`src/rtl/gpio_ec_pkg.sv`:
```
package gpio_ec_pkg;
  typedef enum logic [1:0] {
    WIN_MAIN  = 2'd0,
    WIN_CAUSE = 2'd1,
    WIN_SET   = 2'd2,
    WIN_CLR   = 2'd3
  } win_e;

  localparam int BUS_W  = 32;
  localparam int ADDR_W = 8;

  localparam logic [ADDR_W-1:0] OFS_RISE_EN  = 8'h00;
  localparam logic [ADDR_W-1:0] OFS_FALL_EN  = 8'h04;
  localparam logic [ADDR_W-1:0] OFS_LEVEL    = 8'h08;
  localparam logic [ADDR_W-1:0] OFS_CAUSE_RD = 8'h00;
  localparam logic [ADDR_W-1:0] OFS_EVT_EN   = 8'h14;
  localparam logic [ADDR_W-1:0] OFS_CAUSE_CL = 8'h18;
  localparam logic [ADDR_W-1:0] OFS_OE       = 8'h00;
  localparam logic [ADDR_W-1:0] OFS_DOUT     = 8'h04;
endpackage

```
`src/rtl/gpio_ec_sync.sv`:
```
module gpio_ec_sync #(
  parameter int W      = 24,
  parameter int STAGES = 2
) (
  input  logic         clk,
  input  logic         rst,
  input  logic [W-1:0] d,
  output logic [W-1:0] q
);
  logic [STAGES-1:0][W-1:0] stg;

  always_ff @(posedge clk) begin
    if (rst) begin
      stg <= '0;
    end else begin
      stg[0] <= d;
      for (int s = 1; s < STAGES; s++) stg[s] <= stg[s-1];
    end
  end

  assign q = stg[STAGES-1];
endmodule

```
`src/rtl/gpio_ec_cause.sv`:
```
module gpio_ec_cause #(
  parameter int W = 24
) (
  input  logic         clk,
  input  logic         rst,
  input  logic [W-1:0] level,
  input  logic [W-1:0] rise_en,
  input  logic [W-1:0] fall_en,
  input  logic [W-1:0] clr_mask,
  output logic [W-1:0] edge_hit,
  output logic [W-1:0] cause_q
);
  logic [W-1:0] prev_q;

  always_comb begin
    edge_hit = (level & ~prev_q & rise_en) | (~level & prev_q & fall_en);
  end

  always_ff @(posedge clk) begin
    if (rst) begin
      prev_q  <= '0;
      cause_q <= '0;
    end else begin
      prev_q  <= level;
      // a fresh edge outranks a clear aimed at the same bit
      cause_q <= (cause_q & ~clr_mask) | edge_hit;
    end
  end
endmodule

```
`src/rtl/gpio_ec_outreg.sv`:
```
module gpio_ec_outreg #(
  parameter int W = 24
) (
  input  logic         clk,
  input  logic         rst,
  input  logic [W-1:0] oe_set,
  input  logic [W-1:0] oe_clr,
  input  logic [W-1:0] do_set,
  input  logic [W-1:0] do_clr,
  output logic [W-1:0] oe_q,
  output logic [W-1:0] do_q,
  output logic [W-1:0] pad_out_q
);
  logic [W-1:0] oe_n, do_n;

  always_comb begin
    oe_n = (oe_q | oe_set) & ~oe_clr;
    do_n = (do_q | do_set) & ~do_clr;
  end

  always_ff @(posedge clk) begin
    if (rst) begin
      oe_q      <= '0;
      do_q      <= '0;
      pad_out_q <= '0;
    end else begin
      oe_q      <= oe_n;
      do_q      <= do_n;
      pad_out_q <= do_n & oe_n;
    end
  end
endmodule

```
`src/rtl/gpio_ec_top.sv`:
```
module gpio_ec_top
  import gpio_ec_pkg::*;
#(
  parameter int NPINS = 24
) (
  input  logic              clk,
  input  logic              rst,
  input  logic              bus_req,
  input  logic              bus_wr,
  input  logic [1:0]        bus_region,
  input  logic [ADDR_W-1:0] bus_addr,
  input  logic [BUS_W-1:0]  bus_wdata,
  output logic [BUS_W-1:0]  bus_rdata,
  input  logic [NPINS-1:0]  pad_in,
  output logic [NPINS-1:0]  pad_out,
  output logic [NPINS-1:0]  pad_oe,
  output logic              irq
);
  localparam int W = NPINS;

  win_e         win;
  logic         wr_en, rd_en;
  logic [W-1:0] wd;
  logic [W-1:0] level, rise_en_q, fall_en_q, evten_q;
  logic [W-1:0] cause_q, edge_hit, clr_mask;
  logic [W-1:0] oe_set, oe_clr, do_set, do_clr, oe_q, do_q;
  logic [BUS_W-1:0] rd_val;

  assign win   = win_e'(bus_region);
  assign wr_en = bus_req & bus_wr;
  assign rd_en = bus_req & ~bus_wr;
  assign wd    = bus_wdata[W-1:0];

  function automatic logic [BUS_W-1:0] zext(input logic [W-1:0] v);
    logic [BUS_W-1:0] r;
    r = '0;
    r[W-1:0] = v;
    return r;
  endfunction

  gpio_ec_sync #(.W(W), .STAGES(2)) sync_i (
    .clk(clk), .rst(rst), .d(pad_in), .q(level)
  );

  always_comb begin
    oe_set   = '0;
    oe_clr   = '0;
    do_set   = '0;
    do_clr   = '0;
    clr_mask = '0;
    if (wr_en) begin
      unique case (win)
        WIN_SET: begin
          if (bus_addr == OFS_OE)   oe_set = wd;
          if (bus_addr == OFS_DOUT) do_set = wd;
        end
        WIN_CLR: begin
          if (bus_addr == OFS_OE)   oe_clr = wd;
          if (bus_addr == OFS_DOUT) do_clr = wd;
        end
        WIN_CAUSE: if (bus_addr == OFS_CAUSE_CL) clr_mask = wd;
        default: ;
      endcase
    end
  end

  gpio_ec_outreg #(.W(W)) out_i (
    .clk(clk), .rst(rst),
    .oe_set(oe_set), .oe_clr(oe_clr), .do_set(do_set), .do_clr(do_clr),
    .oe_q(oe_q), .do_q(do_q), .pad_out_q(pad_out)
  );
  assign pad_oe = oe_q;

  gpio_ec_cause #(.W(W)) cause_i (
    .clk(clk), .rst(rst), .level(level),
    .rise_en(rise_en_q), .fall_en(fall_en_q), .clr_mask(clr_mask),
    .edge_hit(edge_hit), .cause_q(cause_q)
  );

  always_ff @(posedge clk) begin
    if (rst) begin
      rise_en_q <= '0;
      fall_en_q <= '0;
      evten_q   <= '0;
    end else if (wr_en) begin
      if (win == WIN_MAIN  && bus_addr == OFS_RISE_EN) rise_en_q <= wd;
      if (win == WIN_MAIN  && bus_addr == OFS_FALL_EN) fall_en_q <= wd;
      if (win == WIN_CAUSE && bus_addr == OFS_EVT_EN)  evten_q   <= wd;
    end
  end

  always_comb begin
    rd_val = '0;
    unique case (win)
      WIN_MAIN: begin
        if (bus_addr == OFS_RISE_EN) rd_val = zext(rise_en_q);
        if (bus_addr == OFS_FALL_EN) rd_val = zext(fall_en_q);
        if (bus_addr == OFS_LEVEL)   rd_val = zext(level);
      end
      WIN_CAUSE: begin
        if (bus_addr == OFS_CAUSE_RD) rd_val = zext(cause_q & evten_q);
        if (bus_addr == OFS_EVT_EN)   rd_val = zext(evten_q);
      end
      default: begin
        if (bus_addr == OFS_OE)   rd_val = zext(oe_q);
        if (bus_addr == OFS_DOUT) rd_val = zext(do_q);
      end
    endcase
  end

  always_ff @(posedge clk) begin
    if (rst) begin
      bus_rdata <= '0;
      irq       <= 1'b0;
    end else begin
      if (rd_en) bus_rdata <= rd_val;
      irq <= |(cause_q & evten_q);
    end
  end
endmodule

```
`config.mk`:
```
export PLATFORM = sky130hd
export DESIGN_NAME = gpio_ec_top
export DESIGN_NICKNAME = d
export VERILOG_FILES = /design/src/rtl/gpio_ec_pkg.sv /design/src/rtl/gpio_ec_sync.sv /design/src/rtl/gpio_ec_cause.sv /design/src/rtl/gpio_ec_outreg.sv /design/src/rtl/gpio_ec_top.sv
export SDC_FILE = /design/constraint.sdc
export NUM_CORES = 1
export LEC_CHECK = 0
export ABC_AREA = 1
export BUFFER_PORTS_ARGS = -buffer_cell sky130_fd_sc_hd__buf_2
export CORE_ASPECT_RATIO = 0.6
export CORE_MARGIN = 5
export CORE_UTILIZATION = 45
export CTS_CLUSTER_DIAMETER = 30
export DETAILED_ROUTE_END_ITERATION = 10
export PLACE_DENSITY = 0.7
export SYNTH_ARGS = -nofsm -noshare
export SYNTH_HDL_FRONTEND = slang
export SYNTH_HIERARCHICAL = 1
export SYNTH_SLANG_ARGS = --single-unit
```
`constraint.sdc`:
```
create_clock -name clk -period 3.8 [get_ports clk]
set_clock_uncertainty 0.05 [all_clocks]
set_input_delay 0.76 -clock clk [delete_from_list [all_inputs] [get_ports clk]]
set_output_delay 0.76 -clock clk [all_outputs]
set_load 0.01 [all_outputs]
```
After elaboration in Yosys (flattened, before gate mapping)
Index checks and enable logic that the tools add are counted.
- multiplexer cells: 21
- equal/unequal tests: 7
- bitwise operators: 21
- reductions and logical operators: 9
- operator list (kind ; number):
    $mux 24 ; 16
    $and 24x24->24 ; 9
    $mux 32 ; 4
    $not 24->24 ; 5
    $or 24x24->24 ; 4
    $pmux 32 s2 ; 1
    $reduce_or 24->1 ; 1
    $eq 8x5->1 const B ; 2
    $eq 8x3->1 const B ; 1
    $eq 8x4->1 const B ; 1
    $logic_not 8->1 ; 1
    $reduce_and 2->1 ; 3
    $eq 2x2->1 const B ; 2
    $logic_and 1x1->1 ; 3
    $and 1x1->1 ; 2
    $eq 2x1->1 const B ; 1
    $logic_not 2->1 ; 1
    $not 1->1 ; 1
- word-level logic and storage cells: 70
- output and inout port bits: 81
- register bits after elaboration: 273
- input bits: 70

Depth between registers and ports, before layout
Gate-level depths: netlist (run 1).
- depth in word-level cells: 7
- depth in mapped cells: 12
- gate-level depth less buffers: 11

Modules after synthesis
The synthesis (run 1) kept the hierarchy.
- by module, submodules not included (module ; area an instance (um^2) ; instances ; seq. area each (um^2) ; cells an instance):
    gpio_ec_top ; 6165.9 ; 1 ; 1941.9 ; 1067
    gpio_ec_outreg ; 2431.1 ; 1 ; 1441.4 ; 317
    gpio_ec_cause ; 2139.6 ; 1 ; 960.9 ; 318
    gpio_ec_sync ; 1545.2 ; 1 ; 960.9 ; 173

Least setup slack after synthesis (run 1)
Ideal clock, no wire load.
- path type: input -> register
- start: input bus_addr[7]
- end: register out_i.pad_out_q[17]
- buffers on the path: 3
- stages on the path: 11
- path slack: 1689 ps
- setup time: 122 ps
- arrival time: 1939 ps
- required time: 3628 ps
- path through: nor2_1 > nand2_1 > nor2_1 > buf_4 > buf_4 > buf_2 > nand2_1 > nor2_1 > inv_1 > o21ai_0 > nor2_1
- cells in the longest elaborated chain, start to end: 7
- elaborated cells between the ends (all ways): 19
- those cells by class: eq/ne: 1; mux: 10; bitwise: 7; reduce/logical: 1
- RTL lines (element ; RTL line ; source):
    start: declaration ; gpio_ec_top.sv:11 ; input logic [ADDR_W-1:0] bus_addr,
    $logic_not 8->1 ; gpio_ec_top.sv:58 ; if (bus_addr == OFS_OE) oe_clr = wd;
    $mux 24 ; gpio_ec_top.sv:58 ;
    $mux 24 ; gpio_ec_top.sv:52 ; unique case (win)
    $mux 24 ; gpio_ec_top.sv:51 ; if (wr_en) begin
    via oe_clr[17] ; gpio_ec_top.sv:26 ; logic [W-1:0] oe_set, oe_clr, do_set, do_clr, oe_q, do_q;
    $not 24->24 ; gpio_ec_outreg.sv:17 ; oe_n = (oe_q | oe_set) & ~oe_clr;
    $and 24x24->24 ; gpio_ec_outreg.sv:17 ;
    $and 24x24->24 ; gpio_ec_outreg.sv:29 ; pad_out_q <= do_n & oe_n;
    end signal: assignment ; gpio_ec_outreg.sv:29 ;
    end: declaration ; gpio_ec_outreg.sv:12 ; output logic [W-1:0] pad_out_q
The timed path passes the listed nets, and every way through them passes these cells.
A chain may end at the register's enable or synchronous reset.

Final worst setup path (run 1)
- start: input bus_addr[7]
- end: register out_i.pad_out_q[23]
- cells in the longest elaborated chain, start to end: 7
- elaborated cells between the ends (all ways): 19
- those cells by class: eq/ne: 1; mux: 10; bitwise: 7; reduce/logical: 1
- RTL lines (element ; RTL line ; source):
    $logic_not 8->1 ; gpio_ec_top.sv:54 ; if (bus_addr == OFS_OE) oe_set = wd;
    $mux 24 ; gpio_ec_top.sv:54 ;
    $mux 24 ; gpio_ec_top.sv:52 ;
    $mux 24 ; gpio_ec_top.sv:51 ;
    via oe_set[23] ; gpio_ec_top.sv:26 ;
    $or 24x24->24 ; gpio_ec_outreg.sv:17 ;
    $and 24x24->24 ; gpio_ec_outreg.sv:17 ;
    $and 24x24->24 ; gpio_ec_outreg.sv:29 ;
The timed path passes the listed nets, and every way through them passes these cells.

==> results of run 1 <==
-- per-stage QoR --
stage,std cells,worst slack (ns),total power [mW],hold slack [ns]
5_1_grt,2315,1.09,6.83,0.366
2_1_floorplan,1858,1.69,3.11,0.338
3_3_place_gp,2246,0.874,3.21,0.345
3_5_place_dp,2246,0.786,3.22,0.345
6_report,2315,1.33,6.60,0.344
4_1_cts,2312,1.33,6.66,0.346
-- registers in the layout, summed over array words and instances, names as in the netlist --
signal,count
cause_i/cause_q,24
sync_i/q,24
evten_q,24
rise_en_q,24
fall_en_q,24
out_i/oe_q,24
irq,1
out_i/pad_out_q,24
cause_i/prev_q,24
bus_rdata,24
sync_i/stg,24
out_i/do_q,24
-- cell type report --
cell class	count	area, sq um
clock buffer	46	1030
sequential	265	5310
multi-input combinational	1136	4930
timing repair buffer	158	891
fill	2623	12500
antenna	3	7.51
tap	360	450
inverter	327	1230
clock inverter	20	206
-- tightest hold or removal path, cell delays in order, from the launching register on --
cell	delay (ns)
dfxtp_1	0.29
inv_1	0.04
nor2_1	0.03
-- routing by layer --
metal / vias up / routed length (um) / global-route usage, %
met3: 99 / 3280 / 4.37
li1: 5783 / - / -
met1: 5438 / 14900 / 29.8
met5: - / 0 / 0
met2: 503 / 16800 / 38.9
met4: 0 / 1230 / 9.69
-- power by group --
part	internal [mW]	switching, mW
clock network	2.10	1.34
registers	2.83	0.0244
logic	0.0865	0.225
-- path summary, 6_finish.rpt --
kind | start | to | slack, ns
worst max register to register | cause_i/cause_q[1]$_SDFF_PP0_ | irq$_SDFF_PP0_ | 2.48
worst max-delay path | bus_addr[7] | out_i/pad_out_q[23]$_SDFF_PP0_ | 1.33
worst min register to register | sync_i/stg[13]$_SDFF_PP0_ | sync_i/q[13]$_SDFF_PP0_ | 0.34
worst min-delay path | sync_i/stg[13]$_SDFF_PP0_ | sync_i/q[13]$_SDFF_PP0_ | 0.34
-- cells in the final DEF, fill, tap and decap left out --
| master | instances |
|---|---|
| a22o_1 | 1 |
| inv_8 | 4 |
| nand3_2 | 1 |
| clkbuf_16 | 39 |
| clkinv_2 | 4 |
| diode_2 | 3 |
| conb_1 | 8 |
| buf_4 | 22 |
| clkinvlp_4 | 3 |
| dfxtp_1 | 265 |
| nor3_4 | 1 |
| inv_6 | 5 |
| buf_12 | 3 |
| nand3_1 | 171 |
| buf_2 | 133 |
| nor3_1 | 113 |
| nor2_1 | 314 |
| o21ai_1 | 20 |
| nand2_2 | 11 |
| nor2_4 | 3 |
| clkinv_4 | 3 |
| nor2_2 | 3 |
| inv_1 | 319 |
| nand4_1 | 5 |
| nand2_1 | 336 |
| clkbuf_1 | 4 |
| inv_2 | 7 |
| o21ai_0 | 100 |
| a31oi_1 | 1 |
| a21oi_1 | 48 |
| clkbuf_8 | 3 |
| bufinv_16 | 2 |
==> impl_metrics.json, run 1 <==
{
  "status": "complete, no violations",
  "syn_area_sq_um": 12200,
  "vias": 11800,
  "synth.avg_cell_area_sq_um": 6.59,
  "slew_violations": 0,
  "crit_arrival_ns": 2.85,
  "clk_pin_slew_ns": 0.06,
  "antenna_found_initial": 3,
  "drtAntennaViolNets": 0,
  "postSynthCellCount": 1851,
  "min_path_type": "flop to flop",
  "rows": 46,
  "post_drt_via_cell_ratio": 5.11,
  "track_usage_pct": 23.2,
  "core_sq_um": 26500,
  "total_leakage_power_nw": 6.58,
  "critPathSlowestCell": "nor2_4",
  "area_delta_synth_final_pct": 15.3,
  "gp_congestion": 0.878,
  "path_max_fanout": 21,
  "finalSetupTns_ns": 0,
  "die_y_um": 137,
  "initial_core_util_pct": 45.9,
  "clock.fmax_mhz": 405,
  "finalNetCount": 1996,
  "cp-end-kind": "flop",
  "clkLatencyLatePin_ns": 0.52,
  "min_period_over_period_pct": 64.9,
  "layout-drive-gt1-share_pct": 12.7,
  "portBuffers": 134,
  "grt_max_degree": 123,
  "utilization_pct": 53.0,
  "cts_resized": 0,
  "post_cts_buffers": 0,
  "path_delay_family": "simple AND/OR/NAND/NOR gates",
  "fp.dieW_um": 222,
  "start_kind": "input pin",
  "wirelength_um": 36200,
  "numCtsBuffers": 38,
  "worstHoldPathCells": 2,
  "grt_pass1_vias": 11400,
  "overflow": 0,
  "ioPinCount": 151,
  "cp_cell_sequence": "buf_2 -> nor2_1 -> nand2_1 -> nor2_4 -> inv_1 -> buf_4 -> nor3_1 -> inv_1 -> nand2_1 -> nand2_1 -> nor2_1",
  "critPathKind": "input pin to flop",
  "clock-root-buffer": "clkbuf_16",
  "grt_pass1_wl_um": 57500,
  "ff2ff_path_depth": 4,
  "drv_cap": 0,
  "finalSetupViolations": 0,
  "crit_cells": 11,
  "ys.warnings.count": 6,
  "hold_viol": 0,
  "clk_path_buf_depth": 3,
  "drcViolationCount": 0,
  "cts_hold_buf": 0,
  "min_period_ns": 2.47,
  "worstMarginPinSlew_ns": 0.773,
  "peakVddDrop_v": 0.000318,
  "hpwl_um": 23600,
  "cts_max_level": 2,
  "placedInstanceArea_sq_um": 12800,
  "dr.pass1.iters": 7,
  "power_density_nw_per_um2": 470,
  "die_area_sq_um": 30600,
  "cts_num_sinks": 265,
  "cts_tree": "built",
  "critPathBufInv": 4,
  "wl_per_cell_um": 15.6,
  "drt-initial-drc-count": 1057,
  "required_ns": 4.19,
  "slew_headroom_pct": 48.3,
  "max_stage_delay_ns": 0.45,
  "rsz0062_at_grt": "false",
  "timing.critical_path.mode_cell": "nand2_1",
  "final_area_sq_um": 14100
}
Note: power is estimated with default switching activity, not from simulation.
==> inputs of run 2 (changes only) <==
==> constraint.sdc (replaced) <==
create_clock -name clk -period 2.5 [get_ports clk]
set_clock_uncertainty 0.05 [all_clocks]
set_input_delay 0.5 -clock clk [delete_from_list [all_inputs] [get_ports clk]]
set_output_delay 0.5 -clock clk [all_outputs]
set_load 0.01 [all_outputs]
==> impl_metrics.json, run 2 (same netlist as run 1, synthesis figures left out) <==
{
  "status": "complete, no violations",
  "die_y_um": 137,
  "post_drt_via_cell_ratio": 5.01,
  "finalNetCount": 2005,
  "post_cts_buffers": 0,
  "power_density_nw_per_um2": 743,
  "fp.dieW_um": 222,
  "core_sq_um": 26500,
  "layout-drive-gt1-share_pct": 13.3,
  "min_period_ns": 1.67,
  "critPathBufInv": 1,
  "drt-initial-drc-count": 1001,
  "required_ns": 1.95,
  "initial_core_util_pct": 45.9,
  "clkLatencyLatePin_ns": 0.53,
  "clock.fmax_mhz": 598,
  "layout_common_cells": "nand2_1 (336), inv_1 (319), nor2_1 (314)",
  "overflow": 0,
  "worstMarginPinSlew_ns": 0.638,
  "numCtsBuffers": 40,
  "cts_hold_buf": 0,
  "wl_per_cell_um": 15.5,
  "final_area_sq_um": 14300,
  "utilization_pct": 53.9,
  "slew_headroom_pct": 57.4,
  "die_area_sq_um": 30600,
  "antenna_cells": 0,
  "place_worst_setup_slack_ns": 0.342,
  "grt_pass1_wl_um": 57200,
  "hpwl_um": 23600,
  "peakVddDrop_v": 0.000411,
  "hold_slack_ns": 0.114,
  "portBuffers": 134,
  "drcViolationCount": 0,
  "clock-root-buffer": "clkbuf_16",
  "dr.pass1.iters": 7,
  "placedInstanceArea_sq_um": 12900,
  "track_usage_pct": 23.0,
  "drtAntennaViolNets": 0,
  "cts_tree": "built",
  "area_delta_synth_final_pct": 17.4,
  "total_leakage_power_nw": 6.71,
  "cts_resized": 0,
  "fin_ws_ns": 0.828,
  "p_total_mw": 10.6,
  "rsz0062_at_grt": "false",
  "max_stage_delay_ns": 0.42,
  "vias": 11700,
  "min_period_over_period_pct": 66.9,
  "cp-end-kind": "output port",
  "clk_pin_slew_ns": 0.06,
  "critPathSlowestCell": "dfxtp_1",
  "drv_cap": 0,
  "clk_path_buf_depth": 3,
  "critPathKind": "flop to output port",
  "finalSetupViolations": 0,
  "final_common_cell": "nand2_1",
  "cts_max_level": 2,
  "cp_cell_sequence": "buf_2",
  "gp_congestion": 0.865,
  "min_path_type": "input pin to flop",
  "ioPinCount": 151,
  "finalSetupTns_ns": 0,
  "antenna_found_initial": 2,
  "slew_violations": 0,
  "rows": 46,
  "wirelength_um": 36000,
  "grt_pass1_vias": 11500,
  "grt_max_degree": 97,
  "cts_num_sinks": 265,
  "crit_arrival_ns": 1.12,
  "fill_cells": 2591,
  "fin_cells": 2325,
  "path_max_fanout": 2,
  "hold_viol": 0,
  "path_delay_family": "flip-flops",
  "start_kind": "flop",
  "placedCellCount": 2253
}
-- run 2: final cells by class --
type / count / area, sq um / area share [%]
Sequential cell: 265 / 5310 / 37.1
Multi-Input combinational cell: 1136 / 4930 / 34.4
Inverter: 327 / 1230 / 8.63
Clock buffer: 46 / 1070 / 7.51
Timing Repair Buffer: 165 / 993 / 6.94
Tap cell: 360 / 450 / 3.15
Clock inverter: 26 / 323 / 2.26
-- run 2: layer usage --
metal	up-vias	GRT usage, %	routed length, um
met5	-	0	23
met4	4	8.91	1070
met3	92	4.92	2930
met2	437	39.9	17100
met1	5329	28.4	14900
li1	5795	-	-
-- run 2: report_power, final --
| part | leakage [nW] | switching [mW] | internal [mW] |
|---|---|---|---|
| combinational | 3.88 | 0.338 | 0.138 |
| sequential | 2.15 | 0.0378 | 4.29 |
| clock | 0.676 | 2.17 | 3.66 |
-- run 2: worst paths after layout --
check	depth (start not counted)	start	slack, ns	endpoint
setup / recovery	1	bus_rdata[20]$_SDFFE_PP0P_	0.83	bus_rdata[20]
hold / removal	3	pad_in[14]	0.11	sync_i/stg[14]$_SDFF_PP0_
setup reg to reg	4	cause_i/cause_q[1]$_SDFF_PP0_	1.18	irq$_SDFF_PP0_
hold reg to reg	2	sync_i/stg[10]$_SDFF_PP0_	0.35	sync_i/q[10]$_SDFF_PP0_
